===== src/rtl/ccdtg_pkg.sv =====
package ccdtg_pkg;

  typedef enum logic [3:0] {
    ST_IDLE, ST_SHUT, ST_GAP, ST_PLEAD, ST_PXFER,
    ST_PTRAIL, ST_VSTEP, ST_HDLY, ST_HREAD
  } tg_state_e;

  localparam logic [1:0] V1_LOW  = 2'b00;
  localparam logic [1:0] V1_MID  = 2'b01;
  localparam logic [1:0] V1_HIGH = 2'b10;

  typedef struct packed {
    logic [1:0] v1;
    logic       v2;
    logic       v3;
    logic       v4;
  } vlev_t;

  function automatic vlev_t rest_levels();
    vlev_t l;
    l.v1 = V1_MID; l.v2 = 1'b1; l.v3 = 1'b0; l.v4 = 1'b0;
    return l;
  endfunction

  // four-step rotation; each rising edge coincides with a falling one
  function automatic vlev_t step_levels(input logic [1:0] sub);
    vlev_t l;
    case (sub)
      2'd0:    begin l.v1 = V1_MID; l.v2 = 1'b1; l.v3 = 1'b1; l.v4 = 1'b0; end
      2'd1:    begin l.v1 = V1_LOW; l.v2 = 1'b1; l.v3 = 1'b1; l.v4 = 1'b0; end
      2'd2:    begin l.v1 = V1_LOW; l.v2 = 1'b0; l.v3 = 1'b1; l.v4 = 1'b1; end
      default: begin l.v1 = V1_MID; l.v2 = 1'b0; l.v3 = 1'b0; l.v4 = 1'b1; end
    endcase
    return l;
  endfunction

endpackage


===== src/rtl/ccdtg_cfg_latch.sv =====
module ccdtg_cfg_latch #(
  parameter int TW          = 12,
  parameter int MIN_XFER    = 40,
  parameter int MIN_PED     = 160,
  parameter int MIN_VSTEP   = 40,
  parameter int MIN_HDLY    = 8,
  parameter int MIN_HPER    = 2,
  parameter int MIN_SHUT    = 40,
  parameter int MIN_GAP     = 40,
  parameter int SHORT_LINES = 532,
  parameter int SHORT_PIX   = 553,
  parameter int LONG_LINES  = 1064,
  parameter int LONG_PIX    = 1106,
  parameter int LW          = 11,
  parameter int PW          = 11
) (
  input  logic          clk,
  input  logic          rst_n,
  input  logic          load,
  input  logic          long_mode,
  input  logic          bin2,
  input  logic [TW-1:0] t_xfer,
  input  logic [TW-1:0] t_ped,
  input  logic [TW-1:0] t_vstep,
  input  logic [TW-1:0] t_hdly,
  input  logic [TW-1:0] t_hper,
  input  logic [TW-1:0] t_shut,
  input  logic [TW-1:0] t_gap,
  output logic [TW-1:0] c_xfer,
  output logic [TW-1:0] c_ped,
  output logic [TW-1:0] c_vstep,
  output logic [TW-1:0] c_hdly,
  output logic [TW-1:0] c_hper,
  output logic [TW-1:0] c_shut,
  output logic [TW-1:0] c_gap,
  output logic [LW-1:0] c_lines,
  output logic [PW-1:0] c_pix,
  output logic          c_bin
);

  localparam int FL_XFER  = (MIN_XFER  < 1) ? 1 : MIN_XFER;
  localparam int FL_PED   = (MIN_PED   < 1) ? 1 : MIN_PED;
  localparam int FL_VSTEP = (MIN_VSTEP < 1) ? 1 : MIN_VSTEP;
  localparam int FL_HDLY  = (MIN_HDLY  < 1) ? 1 : MIN_HDLY;
  localparam int FL_HPER  = (MIN_HPER  < 2) ? 2 : MIN_HPER;
  localparam int FL_SHUT  = (MIN_SHUT  < 1) ? 1 : MIN_SHUT;
  localparam int FL_GAP   = (MIN_GAP   < 1) ? 1 : MIN_GAP;

  function automatic logic [TW-1:0] clamp_tick(input logic [TW-1:0] v, input int floor_v);
    logic [TW-1:0] f;
    f = TW'(floor_v);
    return (v < f) ? f : v;
  endfunction

  function automatic logic [LW-1:0] line_total(input logic lm, input logic b);
    logic [LW-1:0] n;
    n = lm ? LW'(LONG_LINES) : LW'(SHORT_LINES);
    return b ? (n >> 1) : n;
  endfunction

  always_ff @(posedge clk or negedge rst_n) begin
    if (!rst_n) begin
      c_xfer <= TW'(FL_XFER);   c_ped  <= TW'(FL_PED);
      c_vstep <= TW'(FL_VSTEP); c_hdly <= TW'(FL_HDLY);
      c_hper <= TW'(FL_HPER);   c_shut <= TW'(FL_SHUT);
      c_gap  <= TW'(FL_GAP);
      c_lines <= LW'(SHORT_LINES);
      c_pix   <= PW'(SHORT_PIX);
      c_bin   <= 1'b0;
    end else if (load) begin
      c_xfer  <= clamp_tick(t_xfer,  FL_XFER);
      c_ped   <= clamp_tick(t_ped,   FL_PED);
      c_vstep <= clamp_tick(t_vstep, FL_VSTEP);
      c_hdly  <= clamp_tick(t_hdly,  FL_HDLY);
      c_hper  <= clamp_tick(t_hper,  FL_HPER);
      c_shut  <= clamp_tick(t_shut,  FL_SHUT);
      c_gap   <= clamp_tick(t_gap,   FL_GAP);
      c_lines <= line_total(long_mode, bin2);
      c_pix   <= long_mode ? PW'(LONG_PIX) : PW'(SHORT_PIX);
      c_bin   <= bin2;
    end
  end

endmodule


===== src/rtl/ccdtg_vdrive.sv =====
module ccdtg_vdrive
  import ccdtg_pkg::*;
(
  input  tg_state_e  st,
  input  logic [1:0] sub,
  output vlev_t      lev
);

  always_comb begin
    lev = rest_levels();
    case (st)
      ST_PXFER:  lev.v1 = V1_HIGH;
      ST_PTRAIL: lev.v4 = 1'b1;
      ST_VSTEP:  lev = step_levels(sub);
      default:   ;
    endcase
  end

endmodule


===== src/rtl/ccdtg_hclk.sv =====
module ccdtg_hclk #(
  parameter int TW = 12
) (
  input  logic          active,
  input  logic [TW-1:0] phase,
  input  logic [TW-1:0] hper,
  output logic          h1,
  output logic          h2,
  output logic          h2l,
  output logic          rg
);

  logic [TW:0] first_half;

  always_comb begin
    first_half = ({1'b0, hper} + (TW+1)'(1)) >> 1;
    h1  = active && ({1'b0, phase} < first_half);
    h2  = active && !h1;
    h2l = h2;
    rg  = active && (phase == '0);
  end

endmodule


===== src/rtl/ccd_timing_gen.sv =====
module ccd_timing_gen
  import ccdtg_pkg::*;
#(
  parameter int TW          = 12,
  parameter int MIN_XFER    = 40,
  parameter int MIN_PED     = 160,
  parameter int MIN_VSTEP   = 40,
  parameter int MIN_HDLY    = 8,
  parameter int MIN_HPER    = 2,
  parameter int MIN_SHUT    = 40,
  parameter int MIN_GAP     = 40,
  parameter int SHORT_LINES = 532,
  parameter int SHORT_PIX   = 553,
  parameter int LONG_LINES  = 1064,
  parameter int LONG_PIX    = 1106
) (
  input  logic          clk,
  input  logic          rst_n,
  input  logic          start,
  input  logic          long_mode,
  input  logic          bin2,
  input  logic          shutter_en,
  input  logic [TW-1:0] t_xfer,
  input  logic [TW-1:0] t_ped,
  input  logic [TW-1:0] t_vstep,
  input  logic [TW-1:0] t_hdly,
  input  logic [TW-1:0] t_hper,
  input  logic [TW-1:0] t_shut,
  input  logic [TW-1:0] t_gap,
  output logic [1:0]    v1_lvl,
  output logic          v2,
  output logic          v3,
  output logic          v4,
  output logic          h1,
  output logic          h2,
  output logic          h2_last,
  output logic          rst_gate,
  output logic          shutter,
  output logic          busy
);

  localparam int MAXL = (LONG_LINES > SHORT_LINES) ? LONG_LINES : SHORT_LINES;
  localparam int MAXP = (LONG_PIX > SHORT_PIX) ? LONG_PIX : SHORT_PIX;
  localparam int LW   = $clog2(MAXL + 1);
  localparam int PW   = $clog2(MAXP + 1);

  tg_state_e     st;
  logic [TW-1:0] cnt, len;
  logic [2:0]    sub_cnt;
  logic [LW-1:0] line_cnt;
  logic [PW-1:0] pix_cnt;
  logic          tick_done, load;

  logic [TW-1:0] c_xfer, c_ped, c_vstep, c_hdly, c_hper, c_shut, c_gap;
  logic [LW-1:0] c_lines;
  logic [PW-1:0] c_pix;
  logic          c_bin;

  // events brought out for the checker
  logic pix_shift;
  logic xfer_end;
  logic line_end;

  assign load = (st == ST_IDLE) && start;

  ccdtg_cfg_latch #(
    .TW(TW), .MIN_XFER(MIN_XFER), .MIN_PED(MIN_PED), .MIN_VSTEP(MIN_VSTEP),
    .MIN_HDLY(MIN_HDLY), .MIN_HPER(MIN_HPER), .MIN_SHUT(MIN_SHUT), .MIN_GAP(MIN_GAP),
    .SHORT_LINES(SHORT_LINES), .SHORT_PIX(SHORT_PIX),
    .LONG_LINES(LONG_LINES), .LONG_PIX(LONG_PIX), .LW(LW), .PW(PW)
  ) u_cfg (
    .clk(clk), .rst_n(rst_n), .load(load), .long_mode(long_mode), .bin2(bin2),
    .t_xfer(t_xfer), .t_ped(t_ped), .t_vstep(t_vstep), .t_hdly(t_hdly),
    .t_hper(t_hper), .t_shut(t_shut), .t_gap(t_gap),
    .c_xfer(c_xfer), .c_ped(c_ped), .c_vstep(c_vstep), .c_hdly(c_hdly),
    .c_hper(c_hper), .c_shut(c_shut), .c_gap(c_gap),
    .c_lines(c_lines), .c_pix(c_pix), .c_bin(c_bin)
  );

  always_comb begin
    case (st)
      ST_SHUT:                len = c_shut;
      ST_GAP:                 len = c_gap;
      ST_PLEAD, ST_PTRAIL:    len = c_ped;
      ST_PXFER:               len = c_xfer;
      ST_VSTEP:               len = c_vstep;
      ST_HDLY:                len = c_hdly;
      ST_HREAD:               len = c_hper;
      default:                len = TW'(1);
    endcase
  end

  assign tick_done = (cnt == len - TW'(1));
  assign pix_shift = (st == ST_HREAD) && tick_done;
  assign xfer_end  = (st == ST_PXFER) && tick_done;
  assign line_end  = pix_shift && (pix_cnt == c_pix - PW'(1));

  always_ff @(posedge clk or negedge rst_n) begin
    if (!rst_n) begin
      st       <= ST_IDLE;
      cnt      <= '0;
      sub_cnt  <= '0;
      pix_cnt  <= '0;
      line_cnt <= '0;
    end else if (st == ST_IDLE) begin
      cnt      <= '0;
      sub_cnt  <= '0;
      pix_cnt  <= '0;
      line_cnt <= '0;
      if (start) st <= shutter_en ? ST_SHUT : ST_PLEAD;
    end else if (!tick_done) begin
      cnt <= cnt + TW'(1);
    end else begin
      cnt <= '0;
      case (st)
        ST_SHUT:   st <= ST_GAP;
        ST_GAP:    st <= ST_PLEAD;
        ST_PLEAD:  st <= ST_PXFER;
        ST_PXFER:  st <= ST_PTRAIL;
        ST_PTRAIL: st <= ST_VSTEP;
        ST_VSTEP: begin
          if (sub_cnt == (c_bin ? 3'd7 : 3'd3)) begin
            sub_cnt <= '0;
            st      <= ST_HDLY;
          end else begin
            sub_cnt <= sub_cnt + 3'd1;
          end
        end
        ST_HDLY:   st <= ST_HREAD;
        ST_HREAD: begin
          if (line_end) begin
            pix_cnt <= '0;
            if (line_cnt == c_lines - LW'(1)) begin
              line_cnt <= '0;
              st       <= ST_IDLE;
            end else begin
              line_cnt <= line_cnt + LW'(1);
              st       <= ST_VSTEP;
            end
          end else begin
            pix_cnt <= pix_cnt + PW'(1);
          end
        end
        default:   st <= ST_IDLE;
      endcase
    end
  end

  vlev_t vlev;

  ccdtg_vdrive u_vdrive (
    .st(st), .sub(sub_cnt[1:0]), .lev(vlev)
  );

  ccdtg_hclk #(.TW(TW)) u_hclk (
    .active(st == ST_HREAD), .phase(cnt), .hper(c_hper),
    .h1(h1), .h2(h2), .h2l(h2_last), .rg(rst_gate)
  );

  assign v1_lvl  = vlev.v1;
  assign v2      = vlev.v2;
  assign v3      = vlev.v3;
  assign v4      = vlev.v4;
  assign shutter = (st == ST_SHUT);
  assign busy    = (st != ST_IDLE);

endmodule


===== config.mk =====
export PLATFORM = sky130hd
export DESIGN_NAME = ccd_timing_gen
export DESIGN_NICKNAME = d
export VERILOG_FILES = /design/src/rtl/ccdtg_pkg.sv /design/src/rtl/ccdtg_cfg_latch.sv /design/src/rtl/ccdtg_vdrive.sv /design/src/rtl/ccdtg_hclk.sv /design/src/rtl/ccd_timing_gen.sv
export SDC_FILE = /design/constraint.sdc
export NUM_CORES = 1
export LEC_CHECK = 0
export ABC_CLOCK_PERIOD_IN_PS = 4930
export BUFFER_PORTS_ARGS = -buffer_cell sky130_fd_sc_hd__buf_4
export CAP_MARGIN = 20
export CORE_ASPECT_RATIO = 1.75
export CORE_MARGIN = 1.5
export CORE_UTILIZATION = 59
export CTS_CLUSTER_DIAMETER = 80
export DETAILED_ROUTE_END_ITERATION = 16
export PLACE_DENSITY = 0.91
export SLEW_MARGIN = 20
export SYNTH_ARGS = -nofsm -noshare
export SYNTH_HDL_FRONTEND = slang
export SYNTH_SLANG_ARGS = --single-unit

===== constraint.sdc =====
create_clock -name clk -period 4.93 [get_ports clk]
set_clock_uncertainty 0.1 [all_clocks]
set_input_delay 0.986 -clock clk [delete_from_list [all_inputs] [get_ports clk]]
set_output_delay 0.986 -clock clk [all_outputs]
set_load 0.05 [all_outputs]

# == Yosys cells after proc, flatten, opt, wreduce, memory -nomap -nowiden ==
# Cells that the tools add are included.
# totals
reg_bits,148
# op_classes
add_sub_neg,8
n_lt_le_gt_ge,8
n_eq_ne,17
n_mux,39
n_reduce_logical,20
# op_table
operator,n
2-to-1 mux 11 bit,12
2-to-1 mux 12 bit,9
case mux 12 bit (7 select lines),1
less-than comparator 12 x 6 -> 1 bit (second input constant),4
case mux 4 bit (8 select lines),1
adder 11 x 1 -> 11 bit (second input constant),2
== test 11 bit,2
subtractor 11 x 1 -> 11 bit (second input constant),2
2-to-1 mux 4 bit,5
2-to-1 mux 3 bit,6
== test 4 x 3 -> 1 bit (second input constant),4
adder 12 x 1 -> 13 bit (second input constant),1
adder 12 x 1 -> 12 bit (second input constant),1
== test 12 bit,1
zero test 12 bit,1
less-than comparator 12 bit,1
less-than comparator 12 x 2 -> 1 bit (second input constant),1
less-than comparator 12 x 4 -> 1 bit (second input constant),1
less-than comparator 12 x 8 -> 1 bit (second input constant),1
case mux 4 bit (3 select lines),1
subtractor 12 x 1 -> 12 bit (second input constant),1
== test 4 x 2 -> 1 bit (second input constant),2
nonzero test 2 bit,4
logical AND 1 bit,6
19 further kinds,22

# == Logic depth before layout (Yosys ltp) ==
# Gate-level depths: netlist of run 1.
# depth
depth_word,11
mapped_depth,16

# == Cells and area by module ==
# From an unflattened synthesis of run 1, not the netlist that was laid out.
# unflattened
hier_cells,1001
area_unflattened_um2,9220.1
# modules_own_cells
mod,n_inst,cells_per_inst,area_per_inst_um2
ccd_timing_gen,1,595,4639.4
ccdtg_cfg_latch,1,323,3962.6
ccdtg_hclk,1,65,496.7
ccdtg_vdrive,1,18,121.4

# == Least setup slack after synthesis of run 1 ==
# No wires, ideal clock.
# synth_path
kind,register -> output
startpoint,reg u_cfg.c_hper[1]
endpoint,out h1
t_arrival_ns,3.589
required_time_ns,3.844
setup_slack_ns,0.255
stages_incl_launch_ff,14
path_buffers,0
cell_sequence,dfstp_2 -> ha_1 -> xnor2_1 -> ha_1 -> a21o_1 -> a21o_1 -> a21o_1 -> a21o_1 -> a21o_1 -> a21o_1 -> a21o_1 -> a21oi_1 -> o21ai_0 -> nor3b_1
# synth_between
elab_chain_len,3
# synth_rtl
element,line,rtl
start: declaration,ccdtg_cfg_latch.sv:33,"output logic [TW-1:0] c_hper,"
start signal: assignment,ccdtg_cfg_latch.sv:65,c_hper <= TW'(FL_HPER); c_shut <= TW'(FL_SHUT);
start signal: assignment,ccdtg_cfg_latch.sv:75,"c_hper <= clamp_tick(t_hper, FL_HPER);"
adder 12 x 1 -> 13 bit,ccdtg_hclk.sv:16,"first_half = ({1'b0, hper} + (TW+1)'(1)) >> 1;"
less-than comparator 12 bit,ccdtg_hclk.sv:17,"h1 = active && ({1'b0, phase} < first_half);"
logical AND 1 bit,ccdtg_hclk.sv:17,
end: declaration,ccd_timing_gen.sv:34,"output logic h1,"
# No other way between the ends.

# == Worst setup path in the final report of run 1 ==
# Same ends and word-level chain as after synthesis.

==> results of run 1 <==
==> metrics by stage <==
stage / hold WS, ns / std cells / area [um2] / worst slack [ns] / utilization
after global routing: 0.324 / 1220 / 9630 / 0.0438 / 0.719
after global placement: 0.352 / 1188 / 8980 / 0.492 / 0.671
final: 0.313 / 1220 / 9630 / 0.315 / 0.719
after detailed placement: 0.365 / 1188 / 8980 / 0.346 / 0.671
after floorplan: 0.338 / 948 / 8090 / 0.255 / -
after CTS: 0.319 / 1220 / 9620 / 0.284 / 0.719
==> layout make-up <==
class | count | share of cell area
clock buffer | 19 | 0.0460
inverter | 32 | 0.0125
sequential | 132 | 0.345
timing repair buffer | 115 | 0.0923
clock inverter | 13 | 0.0203
tap | 174 | 0.0226
multi-input combinational | 735 | 0.461
==> layer usage <==
| layer | vias to the layer above | share of wire | track usage |
|---|---|---|---|
| met1 | 3700 | 0.36 | 0.367 |
| met3 | 118 | 0.063 | 0.0581 |
| met2 | 392 | 0.51 | 0.579 |
| li1 | 3551 | - | - |
| met4 | 0 | 0.060 | 0.233 |
| met5 | - | 0 | 0 |
==> logic make-up after synthesis <==
logic type,Yosys count,share of synthesized area
XOR/XNOR,40,0.0433
adder cells (fa/ha/maj),27,0.0418
AND/OR/NAND/NOR,447,0.276
buffers and inverters,81,0.0419
multiplexers,6,0.00928
flip-flops,132,0.411
AO/OA/AOI/OAI,215,0.177
==> Yosys cell counts (5+ instances only) <==
| library cell | n |
|---|---|
| a21o_1 | 10 |
| a21oi_1 | 56 |
| a22o_1 | 29 |
| a22oi_1 | 8 |
| a31oi_1 | 9 |
| and3_1 | 23 |
| and3b_1 | 9 |
| buf_1 | 5 |
| buf_2 | 10 |
| clkbuf_1 | 29 |
| dfrtp_1 | 118 |
| dfstp_2 | 14 |
| ha_1 | 27 |
| inv_1 | 30 |
| nand2_1 | 183 |
| nand2b_1 | 13 |
| nand3_1 | 47 |
| nand3b_1 | 17 |
| nand4_1 | 9 |
| nor2_1 | 68 |
| nor2b_1 | 8 |
| nor3_1 | 15 |
| nor3b_1 | 8 |
| nor4_1 | 11 |
| o21ai_0 | 36 |
| o21ai_1 | 13 |
| o31ai_1 | 18 |
| or4_1 | 11 |
| xnor2_1 | 21 |
| xor2_1 | 19 |
==> registers in the layout, summed over array words and instances, names as in the netlist, 3 cells and up <==
signal,count
cnt,12
u_cfg.c_gap,12
u_cfg.c_hdly,12
u_cfg.c_hper,12
u_cfg.c_ped,12
u_cfg.c_shut,12
u_cfg.c_vstep,12
u_cfg.c_xfer,12
line_cnt,11
pix_cnt,11
st,4
u_cfg.c_lines,4
sub_cnt,3
==> power by group through the flow <==
stage | Sequential [uW] | Combinational [uW] | Clock [uW]
global route | 1080 | 105 | 1440
CTS | 1080 | 96.2 | 1390
floorplan | 1100 | 7.42 | 0
detailed placement | 1100 | 95.2 | 0
finish | 1080 | 94.9 | 1390
global placement | 1100 | 94.3 | 0
==> worst min path at each step <==
| stage | to | slack (ns) | cells after the start |
|---|---|---|---|
| 6_report | u_cfg.c_gap[9]$_DFFE_PN0P_ | 0.31 | 1 |
| 5_1_grt | u_cfg.c_gap[9]$_DFFE_PN0P_ | 0.32 | 1 |
| 4_1_cts | u_cfg.c_gap[9]$_DFFE_PN0P_ | 0.32 | 1 |
| 3_5_place_dp | u_cfg.c_hdly[4]$_DFFE_PN0P_ | 0.37 | 2 |
| 3_3_place_gp | u_cfg.c_hdly[7]$_DFFE_PN0P_ | 0.35 | 2 |
| 2_1_floorplan | u_cfg.c_xfer[7]$_DFFE_PN0P_ | 0.34 | 2 |
==> what timing repair did <==
item,CTS,global route
hold buffers,0,0
setup endpoints to repair,0,17
resized for setup,0,3
buffers inserted,0,0
==> summary.md, run 1 <==
| Metric | Value |
|---|---|
| Status | `complete, no violations` |
| Max clock buf depth | `2` |
| Final Power | `2570 uW` |
| Slowest CP cell | `dfstp_2` |
| Yosys top cell by area | `dfrtp_1` |
| Worst EP arrival | `3.53 ns` |
| Die area | `0.0144 mm2` |
| CP top delay family | `compound AO/OA/AOI/OAI gates` |
| Die Ht | `158 um` |
| Layout cell share with drive strength beyond 1 | `0.174` |
| Hold Fails Final Rpt | `0` |
| Initial DRC Count | `652` |
| Row cnt | `56` |
| Register bit total from synthesis | `132` |
| Die W | `91.5 um` |
| Synth top area share | `0.365` |
| Async set or reset register ratio after synthesis | `1.00` |
| Net Sw Power | `564 uW` |
| Ys Warns | `0` |
| Synth area leaders | `dfrtp_1, nand2_1, dfstp_2` |
| Worst R2R End | `pix_cnt[3]$_DFFE_PN0P_` |
| Core area | `0.0134 mm2` |
| Commonest cells after routing, fill and taps aside | `nand2_1, dfrtp_1, buf_4` |
| Reg2Reg Depth | `12` |
| Pint | `2000 uW` |
| Pleak | `0.00457 uW` |
| IO Count | `101` |
| Initial Utilization | `0.604` |
| Crit path from | `u_cfg.c_hper[1]$_DFFE_PN1P_` |
| Vias in the first global route | `7,723` |
| WP depth | `14` |
| Drt via density | `6.36` |
| DR pass1 iterations | `5` |
| Worst setup SP type | `register` |
| VDD IR-drop max | `0.214 mV` |
| Fmax | `0.217 GHz` |
| Port Buf Inserts | `100` |
| Max Slew Vio Count | `0` |
| Fill count | `942` |
| Vias | `7,761` |
| TNS Setup | `0 ns` |
| Hpwl dp | `16.3 mm` |
| FF+latch area | `0.00332 mm2` |
| Clock Pin Slew Worst Setup and Hold Paths | `0.06 ns` |
| FF-to-FF setup slack | `0.38 ns` |
| RSZ-0062 raised after global routing | `no` |
| GR Overflow Total | `0` |
| All-Layer GR Usage | `0.333` |
| Post-Syn Instances | `948` |
| Pin count of the biggest net entering global routing | `118` |
| Final setup viols | `0` |
| Root Driver | `clkbuf_16` |
| CTS H-tree lvls | `4` |
| Most used cell, CP | `a21o_1` |
| Synth-to-layout area growth | `19.0%` |
| Least-Margin Pin Slew | `0.933 ns` |
| CP required | `3.84 ns` |
| Post-Syn Nets | `1,065` |
| Critical-path cell list | `ha_1, xnor2_1, ha_1, a21o_1, a21o_1, a21o_1, a21o_1, a21o_1, a21o_1, a21o_1, a21oi_1, o21ai_0, nor3b_1, buf_4` |
| Combinational share of power | `0.037` |
| Worst slew margin | `0.376` |
| Distinct cells, synth | `70` |
| Commonest non-fill, non-tap cell in the layout | `nand2_1` |
| Register area share after synthesis | `0.411` |
| Nets@finish | `1,150` |
| First-pass GRT wire length | `37.6 mm` |
| Reg2reg start | `st[3]$_DFFE_PN0P_` |
| Initial antenna violation count | `0` |
| CP max FO | `5` |
| EDFF count, synth | `0` |
| CP Buf/Inv Count | `1` |
| Remaining DRCs | `0` |
| Minimum clock period | `4.61 ns` |
| Avg Cell Area, Syn | `8.53 um2` |
| CTS Buf Count | `17` |
| # Max-Cap Violations | `0` |
| Drt wl/cell | `19.0 um` |
| Final ANT Viol Nets | `0` |
| Area of the multi-input gates | `0.00444 mm2` |
| Worst Setup EP | `h1` |
| Diode count | `0` |
| Cell Area, Synth | `0.00809 mm2` |
| Placer Congestion | `1.00` |
| Skew-Pair Late Insertion Delay | `0.43 ns` |
| Clock network power share | `0.541` |
| CP Capture Type | `output port` |
| Crit share post-route | `0.936` |
| Pwr dens | `267 mW/mm2` |
| Total wire length | `23.2 mm` |
| TritonCTS clock tree | `built` |
| Slowest Stage Delay on Critical Path | `0.58 ns` |
| Clock Sinks | `132` |
| Sw frac | `0.220` |
| Crit path kind | `register to output port` |
| Hold Path Class | `input pin to async pin` |
| Top FF cell, synth | `dfrtp_1` |
| Sequential power share | `0.422` |
No activity file was read; power rests on OpenSTA's default activity.
==> run 2: changes to the inputs <==
- CORE_UTILIZATION: 59 -> 60
- SYNTH_HIERARCHICAL: not set -> 1
==> run 2 against run 1 <==
Compared with the run above: flip-flop and latch count unchanged; core utilization is 1.4 points lower; die area is 12% higher; final cell count up 3.9%; sequential power hardly changed; fmax fell by 1.6%; highest routed layer unchanged.
==> summary.md, run 2 <==
| Metric | Value |
|---|---|
| Status | `complete, no violations` |
| Nets@finish | `1,187` |
| Post-Syn Instances | `1,001` |
| Hold Path Class | `register to register` |
| Total wire length | `24.8 mm` |
| Critical-path cell list | `buf_4, xor2_1, buf_4, and3_1, nor4_1, nand2_1, nor4_1, o311ai_0, or4b_1, o21ba_4, buf_4, o21ai_0, mux2_2` |
| DR pass1 iterations | `6` |
| CP top delay family | `simple AND/OR/NAND/NOR gates` |
| Commonest cells after routing, fill and taps aside | `dfrtp_1, buf_4, nand2_1` |
| Reg2reg start | `st[2]$_DFFE_PN0P_` |
| Worst R2R End | `pix_cnt[0]$_DFFE_PN0P_` |
| Synth-to-layout area growth | `14.2%` |
| GR Overflow Total | `0` |
| Hold Fails Final Rpt | `0` |
| All-Layer GR Usage | `0.311` |
| Top FF cell, synth | `dfrtp_1` |
| Ys Warns | `6` |
| Async set or reset register ratio after synthesis | `1.00` |
| Skew-Pair Late Insertion Delay | `0.43 ns` |
| Vias in the first global route | `8,410` |
| Least-Margin Pin Slew | `1.04 ns` |
| Die Ht | `167 um` |
| Register bit total from synthesis | `132` |
| Max Slew Vio Count | `0` |
| Worst Hold End | `u_cfg/c_vstep[5]$_DFFE_PN1P_` |
| Sw frac | `0.256` |
| Hold Path Depth | `2` |
| Clock Pin Slew Worst Setup and Hold Paths | `0.07 ns` |
| Row cnt | `59` |
| Fin Hold WS | `0.410 ns` |
| VDD IR-drop max | `0.225 mV` |
| Initial antenna violation count | `0` |
| Net Sw Power | `644 uW` |
| Synth area leaders | `dfrtp_1, mux2_2, dfstp_2` |
| Synth top area share | `0.320` |
| CP Capture Type | `register` |
| FF-to-FF setup slack | `0.24 ns` |
| Root Driver | `clkbuf_16` |
| Cell Area, Synth | `0.00922 mm2` |
| Remaining DRCs | `0` |
| Pleak | `0.00487 uW` |
| Worst hold start | `u_cfg/c_vstep[5]$_DFFE_PN1P_` |
| Max clock buf depth | `2` |
| Slowest Stage Delay on Critical Path | `0.68 ns` |
| Fmax | `0.213 GHz` |
| Initial DRC Count | `592` |
| Drt wl/cell | `19.6 um` |
| Pint | `1870 uW` |
| Port Buf Inserts | `100` |
| CP required | `5.14 ns` |
| Pwr dens | `239 mW/mm2` |
| Worst EP arrival | `4.90 ns` |
| Register area share after synthesis | `0.360` |
| Hpwl dp | `18.1 mm` |
| RSZ-0062 raised after global routing | `no` |
| Avg Cell Area, Syn | `9.21 um2` |
| Diode count | `0` |
| TritonCTS clock tree | `built` |
| CTS Buf Count | `17` |
| Yosys top cell by area | `dfrtp_1` |
| CP max FO | `30` |
| Core area | `0.0149 mm2` |
| CP Buf/Inv Count | `3` |
| TNS Setup | `0 ns` |
| Layout cell share with drive strength beyond 1 | `0.254` |
| Commonest non-fill, non-tap cell in the layout | `dfrtp_1` |
| Slowest CP cell | `nor4_1` |
| Vias | `8,116` |
| Die area | `0.0161 mm2` |
| First-pass GRT wire length | `40.6 mm` |
| Initial Utilization | `0.618` |
| CTS H-tree lvls | `4` |
| Most used cell, CP | `buf_4` |
| Crit share post-route | `0.951` |
| Die W | `96.7 um` |
| Placer Congestion | `0.973` |
| IO Count | `101` |
| Sequential power share | `0.431` |
| CTS Hold Bufs | `0` |
| Clock Sinks | `132` |
| Pin count of the biggest net entering global routing | `122` |
| Final setup viols | `0` |
| # Max-Cap Violations | `0` |
| Commonest cells in the synthesized netlist | `dfrtp_1, nand2_1, nor2_1` |
| Combinational share of power | `0.052` |
| Reg2Reg Depth | `13` |
| Clock network power share | `0.517` |
| Distinct cells, synth | `84` |
| EDFF count, synth | `0` |
| Minimum clock period | `4.69 ns` |
| Drt via density | `6.41` |
| Fill count | `1,063` |
| Crit path kind | `register to register` |
| Final ANT Viol Nets | `0` |
| Worst setup SP type | `register` |
| Most numerous cell in the Yosys netlist | `dfrtp_1` |
| Worst slew margin | `0.299` |
-- run 2: cell types whose count changed after synthesis, moves of 11 or more --
cell | previous run | this run
buf_4 | 4 | 27
mux2_2 | 1 | 64
inv_1 | 30 | 51
a31o_2 | 3 | 14
o21ai_1 | 13 | 1
clkbuf_1 | 29 | 18
a22o_1 | 29 | 5
nand2_1 | 183 | 84
o21ai_0 | 36 | 18
xor2_1 | 19 | 33
o31ai_1 | 18 | 7
xnor2_1 | 21 | 32
nand4_1 | 9 | 20
o22ai_1 | 3 | 23
-- run 2: power groups by stage --
stage	clock network (uW)	registers (uW)	logic, uW
2_1_floorplan	0	1100	34.0
3_3_place_gp	0	1100	127
3_5_place_dp	0	1100	130
4_1_cts	1300	1080	131
5_1_grt	1350	1080	143
6_report	1300	1080	131
-- run 2: logic make-up (layout without fill, tap and decap cells) --
family / count (synthesis) / after routing / synth area share
flip-flops: 132 / 132 / 0.360
XOR/XNOR: 65 / 65 / 0.0617
multiplexers: 75 / 75 / 0.0901
buffers and inverters: 123 / 201 / 0.0696
AO/OA/AOI/OAI: 195 / 195 / 0.148
other: 1 / 6 / 0.000407
AND/OR/NAND/NOR: 384 / 384 / 0.234
adder cells (fa/ha/maj): 26 / 26 / 0.0353
-- run 2: through the flow --
stage	cell area [um2]	std cells	utilization	worst slack (ns)	total power (uW)
global route	10500	1267	0.706	0.00525	2570
global placement	9930	1235	0.666	0.436	1230
CTS	10500	1267	0.706	0.275	2510
detailed placement	9930	1235	0.666	0.315	1230
finish	10500	1267	0.706	0.240	2510
floorplan	9240	1006	-	0.773	1140
-- run 2: worst register-to-register path, cell delays in order, from the launching register on --
cell and delay, ns:
dfrtp_1 0.53, buf_4 0.33, xor2_1 0.13, buf_4 0.19
and3_1 0.21, nor4_1 0.68, nand2_1 0.32, nor4_1 0.32
o311ai_0 0.16, or4b_1 0.54, o21ba_4 0.30, buf_4 0.31
o21ai_0 0.16, mux2_2 0.28
-- run 2: repair_timing --
action	in CTS	in global routing
endpoints found under the hold margin	0	0
setup buffers	0	0
resized for setup	0	4
setup endpoints to repair	0	21
-- run 2: worst max path at each step --
stage / endpoint / from / slack [ns] / cells past startpoint
after detailed placement: pix_cnt[0]$_DFFE_PN0P_ / st[0]$_DFFE_PN0P_ / 0.32 / 14
after global routing: pix_cnt[0]$_DFFE_PN0P_ / st[2]$_DFFE_PN0P_ / 0.005 / 14
final: pix_cnt[0]$_DFFE_PN0P_ / st[2]$_DFFE_PN0P_ / 0.24 / 13
after floorplan: cnt[5]$_DFF_PN0_ / st[0]$_DFFE_PN0P_ / 0.77 / 19
after global placement: pix_cnt[0]$_DFFE_PN0P_ / st[0]$_DFFE_PN0P_ / 0.44 / 13
after CTS: pix_cnt[0]$_DFFE_PN0P_ / st[0]$_DFFE_PN0P_ / 0.27 / 14
-- run 2: layer usage --
metal | track usage | vias to the layer above | routed length, um
li1 | - | 3769 | -
met1 | 0.321 | 3927 | 8750
met2 | 0.564 | 312 | 13400
met3 | 0.0504 | 108 | 1060
met4 | 0.221 | 0 | 1630
met5 | 0 | - | 0
-- run 2: area by class of cell --
class	instances	area [um2]	area share
clock buffer	17	425	0.0404
sequential	132	3320	0.316
clock inverter	15	163	0.0155
tap	183	229	0.0218
inverter	53	199	0.0189
multi-input combinational	751	5290	0.502
timing repair buffer	116	896	0.0851
==> run 3: changes to the inputs <==
- ABC_CLOCK_PERIOD_IN_PS: 4930 -> not set
- SETUP_SLACK_MARGIN: not set -> 0.4
==> run 3 against run 2 <==
Compared with the run above: critical path depth is 1 higher; sequential power hardly changed; sequential share of layout area is 0.17 points lower; final cell count is 0.16% higher; combinational power hardly changed; largest power group unchanged; highest routed layer unchanged.
==> summary.md, run 3 (synthesis gave the netlist of run 2 again) <==
| Metric | Value |
|---|---|
| Worst setup SP type | `register` |
| Layout cell share with drive strength beyond 1 | `0.261` |
| Final ANT Viol Nets | `0` |
| Fin Hold WS | `0.410 ns` |
| Worst EP arrival | `4.52 ns` |
| Status | `complete, no violations` |
| Hold Fails Final Rpt | `0` |
| Remaining DRCs | `0` |
| Clock Sinks | `132` |
| Fmax | `0.232 GHz` |
| Pin count of the biggest net entering global routing | `122` |
| RSZ-0062 raised after global routing | `no` |
| CP max FO | `30` |
| Initial antenna violation count | `0` |
| Hold Path Class | `register to register` |
| Skew-Pair Late Insertion Delay | `0.43 ns` |
| CTS Buf Count | `17` |
| Die W | `96.7 um` |
| Die area | `0.0161 mm2` |
| Diode count | `0` |
| CP required | `5.14 ns` |
| Vias in the first global route | `8,432` |
| Critical-path cell list | `buf_4, mux2_2, a32oi_1, o221a_2, ha_1, nor4b_2, nand4_1, o21ai_1, o311ai_0, or4b_1, o21ba_4, buf_12, o21ai_0, mux2_2` |
| Slowest Stage Delay on Critical Path | `0.54 ns` |
| Pwr dens | `237 mW/mm2` |
| Max Slew Vio Count | `0` |
| Final setup viols | `0` |
| TNS Setup | `0 ns` |
| GR Overflow Total | `0` |
| Initial Utilization | `0.618` |
| TritonCTS clock tree | `built` |
| Hold Path Depth | `2` |
| Root Driver | `clkbuf_16` |
| Core area | `0.0149 mm2` |
| Crit path kind | `register to register` |
| Worst Hold End | `u_cfg/c_vstep[5]$_DFFE_PN1P_` |
| Area of the multi-input gates | `0.00532 mm2` |
| FF+latch area | `0.00333 mm2` |
| Total wire length | `24.9 mm` |
| Commonest non-fill, non-tap cell in the layout | `buf_4` |
| Initial DRC Count | `544` |
| First-pass GRT wire length | `40.7 mm` |
| Minimum clock period | `4.31 ns` |
| Worst R2R End | `pix_cnt[0]$_DFFE_PN0P_` |
| # Max-Cap Violations | `0` |
| Clock Pin Slew Worst Setup and Hold Paths | `0.07 ns` |
| Commonest cells after routing, fill and taps aside | `buf_4, dfrtp_1, nand2_1` |
| Least-Margin Pin Slew | `1.03 ns` |
| Pleak | `0.00490 uW` |
| Synth-to-layout area growth | `14.8%` |
| DR pass1 iterations | `6` |
| Worst slew margin | `0.304` |
| Nets@finish | `1,189` |
| FF-to-FF setup slack | `0.62 ns` |
| Max clock buf depth | `2` |
| Drt via density | `6.45` |
| Worst hold start | `u_cfg/c_vstep[5]$_DFFE_PN1P_` |
| CP Capture Type | `register` |
| Reg2reg start | `st[0]$_DFFE_PN0P_` |
| Fill count | `1,062` |
| Most used cell, CP | `mux2_2` |
| Drt wl/cell | `19.6 um` |
| Placer Congestion | `0.973` |
| Row cnt | `59` |
| Hpwl dp | `18.1 mm` |
| Die Ht | `167 um` |
| Port Buf Inserts | `100` |
| Reg2Reg Depth | `14` |
| Slowest CP cell | `or4b_1` |
| VDD IR-drop max | `0.222 mV` |
| All-Layer GR Usage | `0.312` |
| CTS Hold Bufs | `0` |
| Vias | `8,188` |
| CTS H-tree lvls | `4` |
| IO Count | `101` |
| Crit share post-route | `0.875` |
==> run 3: stage by stage <==
stage / area (um2) / total power [uW] / utilization / setup WS, ns / std cells
6_report: 10600 / 2510 / 0.710 / 0.618 / 1269
5_1_grt: 10600 / 2570 / 0.710 / 0.414 / 1269
4_1_cts: 10500 / 2510 / 0.707 / 0.480 / 1268
3_5_place_dp: 9930 / 1230 / 0.666 / 0.315 / 1235
3_3_place_gp: 9930 / 1230 / 0.666 / 0.436 / 1235
2_1_floorplan: 9240 / 1140 / - / 0.773 / 1006
==> run 3: area by class of cell <==
class                      instances  area share
clock buffer                      17      0.0402
clock inverter                    15      0.0154
inverter                          53      0.0188
multi-input combinational        751       0.503
sequential                       132       0.314
tap                              183      0.0216
timing repair buffer             118      0.0872
==> run 3: layer usage <==
metal	part of all wire	vias to the layer above	GRT usage
met5	0	-	0
met4	0.071	0	0.229
met3	0.046	113	0.0516
met2	0.53	343	0.562
met1	0.35	3955	0.320
li1	-	3777	-
==> run 3: worst max path at each step <==
stage | startpoint | endpoint | slack (ns) | cells past startpoint
after floorplan | st[0]$_DFFE_PN0P_ | cnt[5]$_DFF_PN0_ | 0.77 | 19
after global placement | st[0]$_DFFE_PN0P_ | pix_cnt[0]$_DFFE_PN0P_ | 0.44 | 13
after detailed placement | st[0]$_DFFE_PN0P_ | pix_cnt[0]$_DFFE_PN0P_ | 0.32 | 14
after CTS | st[0]$_DFFE_PN0P_ | pix_cnt[0]$_DFFE_PN0P_ | 0.48 | 14
after global routing | st[2]$_DFFE_PN0P_ | pix_cnt[0]$_DFFE_PN0P_ | 0.41 | 14
final | st[0]$_DFFE_PN0P_ | pix_cnt[0]$_DFFE_PN0P_ | 0.62 | 14
==> run 3: repair_timing <==
action	in CTS	in global routing
endpoints found under the setup margin	21	39
pin swaps	1	4
resized for setup	4	10
buffers inserted	1	1
==> run 3: power breakdown <==
group	internal [uW]	switching [uW]
logic	63.1	67.9
registers	1080	0
clock network	721	573
==> run 3: critical path, delay by kind of cell (launching register included) <==
family / cells / cell delay [ns]
adder cells (fa/ha/maj): 1 / 0.23
multiplexers: 2 / 0.66
AND/OR/NAND/NOR: 3 / 0.97
AO/OA/AOI/OAI: 6 / 1.29
buffers and inverters: 2 / 0.44
flip-flops: 1 / 0.51
